<file path="config.mk">
export PLATFORM = sky130hd
export DESIGN_NAME = cyc_meas_timer
export DESIGN_NICKNAME = d
export VERILOG_FILES = /design/src/rtl/cyc_meas_timer.sv
export SDC_FILE = /design/constraint.sdc
export NUM_CORES = 1
export LEC_CHECK = 0
export ABC_CLOCK_PERIOD_IN_PS = 3200
export BUFFER_PORTS_ARGS = -buffer_cell sky130_fd_sc_hd__buf_2
export CORE_ASPECT_RATIO = 0.6
export CORE_MARGIN = 2
export CORE_UTILIZATION = 29
export DETAILED_ROUTE_END_ITERATION = 10
export SLEW_MARGIN = 20
export SYNTH_ARGS = -nofsm -noshare
export SYNTH_HDL_FRONTEND = slang
export SYNTH_SLANG_ARGS = --single-unit
</file>
<file path="constraint.sdc">
create_clock -name clk -period 3.2 [get_ports clk]
set_input_delay 0.64 -clock clk [delete_from_list [all_inputs] [get_ports clk]]
set_output_delay 0.64 -clock clk [all_outputs]
set_load 0.1 [all_outputs]
</file>
<file path="src/rtl/cyc_meas_timer.sv">
module cyc_meas_timer #(
  parameter int CW = 16,
  parameter int AW = 3
) (
  input  logic          clk,
  input  logic          rst_n,
  input  logic          bus_wr,
  input  logic          bus_rd,
  input  logic [AW-1:0] bus_addr,
  input  logic [CW-1:0] bus_wdata,
  output logic [CW-1:0] bus_rdata,
  input  logic          ext_clk,
  input  logic          meas_in
);
  localparam int PW = 6;
  localparam logic [CW-1:0] CMAX = {CW{1'b1}};

  logic [CW-1:0] cnt, limit, cap;
  logic [PW-1:0] pre, pmask;
  logic [2:0]    cks, flags, arm, ev;
  logic          mode, esel;
  logic [2:0]    es, ms;

  wire st_wr  = bus_wr && bus_addr == AW'(0);
  wire st_rd  = bus_rd && bus_addr == AW'(0) && !st_wr;
  wire ctl_wr = bus_wr && bus_addr == AW'(1);
  wire cnt_ld = bus_wr && bus_addr == AW'(2);
  wire lim_wr = bus_wr && bus_addr == AW'(3);

  wire e_rise = es[1] & ~es[2];
  wire e_fall = ~es[1] & es[2];
  wire m_edge = ms[1] & ~ms[2];
  wire meas_rs = mode && m_edge;

  assign pmask = PW'((7'd1 << cks) - 7'd1);
  wire tick = (cks == 3'b111) ? (esel ? e_rise : e_fall) : ((pre & pmask) == pmask);

  assign ev[2] = tick && cnt == CMAX && !cnt_ld && !meas_rs;
  assign ev[1] = meas_rs && cnt > limit;
  assign ev[0] = !mode && tick && cnt == limit && !cnt_ld;

  always_ff @(posedge clk) begin
    if (!rst_n) begin
      es <= '0;
      ms <= '0;
      pre <= '0;
    end else begin
      es <= {es[1:0], ext_clk};
      ms <= {ms[1:0], meas_in};
      pre <= pre + 1'b1;
    end
  end

  always_ff @(posedge clk) begin
    if (!rst_n) begin
      cnt <= '0;
      cap <= '0;
    end else begin
      if (meas_rs) cap <= cnt;
      if (cnt_ld) cnt <= bus_wdata;
      else if (meas_rs) cnt <= '0;
      else if (tick) cnt <= cnt + 1'b1;
    end
  end

  always_ff @(posedge clk) begin
    if (!rst_n) begin
      limit <= CMAX;
      mode <= 1'b0;
      cks <= 3'd0;
      esel <= 1'b0;
    end else begin
      if (lim_wr) limit <= bus_wdata;
      if (ctl_wr) begin
        mode <= bus_wdata[3];
        cks <= bus_wdata[2:0];
      end
      if (st_wr) esel <= bus_wdata[4];
    end
  end

  always_ff @(posedge clk) begin
    if (!rst_n) begin
      flags <= '0;
      arm <= '0;
    end else begin
      for (int i = 0; i < 3; i++) begin
        if (ev[i]) begin
          flags[i] <= 1'b1;
          arm[i] <= 1'b0;
        end else if (st_wr) begin
          if (arm[i] && !bus_wdata[5+i]) flags[i] <= 1'b0;
          arm[i] <= 1'b0;
        end else if (st_rd) begin
          arm[i] <= flags[i];
        end
      end
    end
  end

  always_comb begin
    case (bus_addr)
      AW'(0):  bus_rdata = CW'({flags, esel, 4'b0000});
      AW'(1):  bus_rdata = CW'({mode, cks});
      AW'(2):  bus_rdata = cnt;
      AW'(3):  bus_rdata = limit;
      AW'(4):  bus_rdata = cap;
      default: bus_rdata = '0;
    endcase
  end
endmodule


</file>
Yosys cells after proc, flatten, opt, wreduce, memory -nomap -nowiden
Cells that the tools add are included. Widths: inputs -> output; s select.

Register bits: 71. Bits of input ports: 25. Word-level logic and storage cells: 89.

$add $sub $neg: 3. Magnitude comparators: 1. Equality and inequality tests: 8. Shift operators: 1. Muxes and demuxes: 15. Bitwise operators: 8. Reduce and logical (&&, ||, !) cells: 38.

Operators by type and width (count): $pmux 16 s5 (1); $mux 16 (3); $logic_and 1x1->1 (17); $add 16x1->16 const B (1); $eq 16x16->1 (1); $eq 16x16->1 const B (1); $gt 16x16->1 (1); $reduce_bool 2->1 (6); $mux 1 (11); $reduce_or 3->1 (3); $logic_not 1->1 (7); $add 6x1->6 const B (1); $and 6x6->6 (1); $eq 3x2->1 const B (2); $eq 3x3->1 const B (2); $eq 6x6->1 (1); $reduce_and 2->1 (3); $shl 1x3->6 const A (1); $sub 6x1->6 const B (1); $not 1->1 (4); $and 1x1->1 (3); $eq 3x1->1 const B (1); $logic_not 3->1 (1); $reduce_bool 3->1 (1).

Logic depth before layout (Yosys ltp)
Word-level depth: 10. Gate-level depth with buffers: 11. Gate-level depth less buffers: 9.

Worst setup path after synthesis
OpenSTA, ideal clock, no wires.

Kind: input -> output. Start point: input bus_addr[1]. End point: output bus_rdata[6]. Arrival time: 3504 ps. Path slack: -944 ps. Stages on the path: 6. Path buffers: 2. Path through: buf_2 buf_1 mux2i_1 nor2_1 a31oi_1 o21ai_0.

Cells in the longest elaborated chain, start to end: 2. Elaborated cells on any way between the ends: 6. Classes of those cells: eq/ne (4); mux (1); reduce/logical (1).

Ends and longest elaborated chain: start, declared (line 9) `input logic [AW-1:0] bus_addr,`; $eq 3x3->1 (tied with other cells) (line 102) `case (bus_addr)`; $pmux 16 s5 (*) (line 102); end, declared (line 11) `output logic [CW-1:0] bus_rdata,`.

Every way passes the cells marked *; elsewhere a longest branch is shown, timed or not.

Final worst setup path
Start point: register cks[1]. End point: register cnt[9].

Cells in the longest elaborated chain, start to end: 6. Elaborated cells on any way between the ends: 7. Classes of those cells: add/sub (1); eq/ne (2); shift (1); mux (1); bitwise (1); reduce/logical (1).

Ends and longest elaborated chain: start, declared (line 20) `logic [2:0] cks, flags, arm, ev;`; start signal, assigned (line 76) `cks <= bus_wdata[2:0];`; $shl 1x3->6 (line 35) `assign pmask = PW'((7'd1 << cks) - 7'd1);`; $sub 6x1->6 (line 35); $and 6x6->6 (line 36) `wire tick = (cks == 3'b111) ? (esel ? e_rise : e_fall) : ((pre & pmask) == pmask);`; $eq 6x6->1 (line 36); $mux 1 (*) (line 36); $reduce_bool 3->1 (no line) (*); end signal, assigned (line 60) `if (cnt_ld) cnt <= bus_wdata;`; end signal, assigned (line 62) `else if (tick) cnt <= cnt + 1'b1;`; end, declared (line 18) `logic [CW-1:0] cnt, limit, cap;`.

Marked as above. A chain may end at the register's enable or synchronous reset.

==> run_results.csv <==
group,metric,value,unit
grt,grt-ovfl-total,0,
grt,grt_util_all_layers,0.1739,
clock_network,cts_max_level,3,
place,io_buffers,40,
routing,drt_iter0_markers,471,
synthesis,ys_seq_elements,71,
synthesis,average_cell_area_after_synthesis,7.943,um^2
min_path,holdPathEnd,"es[1]$_SDFF_PN0_",
clock_network,clock_path_buffers,2,
worst_setup_path,start_kind,"flop",
worst_setup_path,worstRegToRegCells,9,
routing,drcViolationCount,0,
die,chipHeight,94.92,um
job,max-cap-violations,0,
worst_setup_path,timing.setup.critical_path_class,"reg -> reg",
worst_setup_path,crit-reg2reg-capture,"cnt[9]$_SDFFE_PN0P_",
clock_network,clock-sinks,71,
clock_network,clock_transition_at_path_regs,60,ps
power,leakagePower,2.016,nW
timing,achievable-frequency,0.3619,GHz
routing,route.antenna.remaining_nets,0,
die,coreArea,13540,um^2
routing,post_drt_via_cell_ratio,5.483,
timing,clock-skew-final,7.707,ps
routing,dr_total_vias,3915,
synthesis,netlist_area,3995,um^2
worst_setup_path,reg2reg_from,"cks[1]$_SDFFE_PN0P_",
synthesis,ys_warn_count,0,
timing,postLayoutSetupSlackWorst,436.7,ps
timing,final_number_of_hold_violating_endpoints,0,
place,hpwl_after_detailed_placement,8.996,mm
clock_network,holdBufCountCts,0,
power,clock_power_share,0.426,
finish,synthToLayoutAreaGrowth,24.15,%
power,psw,0.0006956,W
synthesis,synth.net_count,547,
clock_network,cts_root_buffer,"clkbuf_16",
clock_network,tritoncts,"done",
grt,initial_antenna_violation_count,0,
clock_network,post-cts-setup-buffer-count,0,
synthesis,yosysUniqueCellTypes,61,
min_path,timing.hold.worst_path_depth,1,
finish,design.final.nets,579,
finish,drive_gt1_frac,0.1725,
die,floorplan.io_pins,41,
power,design_power_total,0.002397,W
timing,total_count_of_max_transition_violations_in_the_final_report,0,
worst_setup_path,critical_path_arrival,3000,ps
die,chipWidth,155.5,um
power,p_int,0.001702,W
synthesis,synthArstFlopShare,0,
finish,layout.cells.most_common,"nand2_1",
min_path,worst_hold_startpoint,"es[0]$_SDFF_PN0_",
finish,antenna_cells,0,
power,sequentialPowerShare,0.406,
timing,slew_limit_headroom,0.4283,
timing,final_min_period_over_clock_period,0.8635,
finish,stdcell_area,4960,um^2
synthesis,synthFlopType,"dfxtp_1",
worst_setup_path,worstPathRequired,3430,ps
power,worst_vdd_drop,0.0001786,V
power,power.switching_fraction,0.2902,
routing,wl_per_cell,17.46,um
die,start_util,0.2950,
clock_network,insertion_delay,340,ps
routing,drt_wl_total,12.47,mm
place,dp_worst_setup_slack,476.0,ps
grt,grt_pass1_vias,3604,
place,place_congestion,0.9207,
routing,drt_first_pass_iters,5,
die,fp-row-count,33,
place,area_after_dpl,4661,um^2
synthesis,synth-edff-count,0,
worst_setup_path,critical_path.endpoint_type,"flop",
status,status,"completed",
finish,most_frequent_cells_in_the_layout,"90 x nand2_1, 71 x dfxtp_1, 37 x a21oi_1",
clock_network,cts-buffers-inserted,9,
timing,final_period_minus_worst_setup_slack,2763,ps
synthesis,synth_cells,503,
grt,grt_pass1_wl,19.40,mm
timing,setup-violations-final,0,
timing,worst_slew_pin_slew,851.8,ps
finish,finalCoreUtilization,0.3662,
timing,rsz0062_at_grt,"false",
worst_setup_path,r2r_setup_slack,440,ps
clock_network,cts_repair_resize_count,0,
synthesis,synth_seq_area_share,0.3558,
power,pd_cells,483.4,nW/um^2
grt,grt_max_degree,33,
power,p_comb_frac,0.168,
worst_setup_path,highest_net_fanout_along_the_worst_path,11,
die,dieArea,14760,um^2
min_path,hold_class,"reg -> reg",
## kinds of logic after synthesis
family | synth area share
buffers and inverters | 0.06389
DFF | 0.3558
adders and majority gates | 0.05951
xor gates and xnor gates | 0.01754
muxes | 0.04823
and+or+nand+nor | 0.2142
AOI/OAI and AO/OA | 0.2408
## power groups by stage
stage	registers, W	clock network (W)	logic, W
2_1_floorplan	0.000964	0	0.000281
3_3_place_gp	0.000987	0	0.000391
3_5_place_dp	0.000990	0	0.000397
4_1_cts	0.000970	0.00104	0.000399
5_1_grt	0.000977	0.00108	0.000431
6_report	0.000973	0.00102	0.000402
## state kept, by name, summed over array words and instances, names as in the netlist
register and cells:
cks 3, pre 6, mode 1, ms 3, flags 3, esel 1
cnt 16, es 3, limit 16, arm 3, cap 16
## through the flow
| step | std cells | hold WS, ps | setup TNS, ps |
|---|---|---|---|
| final | 714 | 432.0 | 0 |
| after global placement | 699 | 418.7 | 0 |
| after detailed placement | 699 | 420.0 | 0 |
| after floorplan | 503 | 411.9 | -169.5 |
| after CTS | 714 | 433.8 | 0 |
| after global routing | 714 | 458.9 | 0 |
## cell usage after synthesis (4+ instances only)
cell type | instances | area share
nand2_1 | 90 | 0.085
dfxtp_1 | 71 | 0.36
a21oi_1 | 37 | 0.046
o21ai_0 | 32 | 0.040
inv_1 | 29 | 0.027
nor2_1 | 24 | 0.023
ha_1 | 19 | 0.060
mux2i_1 | 17 | 0.043
o211ai_1 | 17 | 0.032
clkbuf_1 | 16 | 0.015
nand3_1 | 13 | 0.016
a22oi_1 | 11 | 0.021
and2_1 | 8 | 0.013
nand4_1 | 8 | 0.013
nor3_1 | 7 | 0.0088
and3_1 | 6 | 0.0094
buf_2 | 6 | 0.0075
a31oi_1 | 5 | 0.0078
nand2b_1 | 5 | 0.0078
a211oi_1 | 4 | 0.0075
nor2b_1 | 4 | 0.0063
o31ai_1 | 4 | 0.0075
xnor2_1 | 4 | 0.0088
xor2_1 | 4 | 0.0088
## worst max-delay path, cell delays in order, from the launching register on
cell and delay (ps):
dfxtp_1 390, nor2_2 210, nand2_1 80, ha_1 240, nor2b_1 130, o21ai_0 100, and3_1 200, o21ai_1 680
nor2_1 260, o221a_2 350
## how the worst max path moves through the flow
stage,start,end,cells after the start
after floorplan,bus_addr[2],bus_rdata[5],5
after global placement,bus_addr[0],arm[2]$_SDFFE_PP0P_,6
after detailed placement,bus_addr[0],arm[2]$_SDFFE_PP0P_,6
after CTS,cks[1]$_SDFFE_PN0P_,cnt[9]$_SDFFE_PN0P_,9
after global routing,cks[2]$_SDFFE_PN0P_,cnt[3]$_SDFFE_PN0P_,9
final,cks[1]$_SDFFE_PN0P_,cnt[9]$_SDFFE_PN0P_,9
## final cells by class
cell class	count	area (um^2)
Inverter	29	108.9
Sequential cell	71	1421
Timing Repair Buffer	52	530.5
Clock buffer	12	256.5
Multi-Input combinational cell	372	2381
Tap cell	175	219.0
Clock inverter	3	42.54
Fill cell	1398	8583
## metal layers
layer,share of wire,vias to the layer above,wire [um],global-route usage
met5,0,-,0,0
met4,0.0091,0,113,0.04128
met3,0.10,11,1275,0.05599
met2,0.40,191,5025,0.2448
met1,0.49,1853,6050,0.2544
li1,-,1860,-,-
No activity file was read; power rests on OpenSTA's default activity.
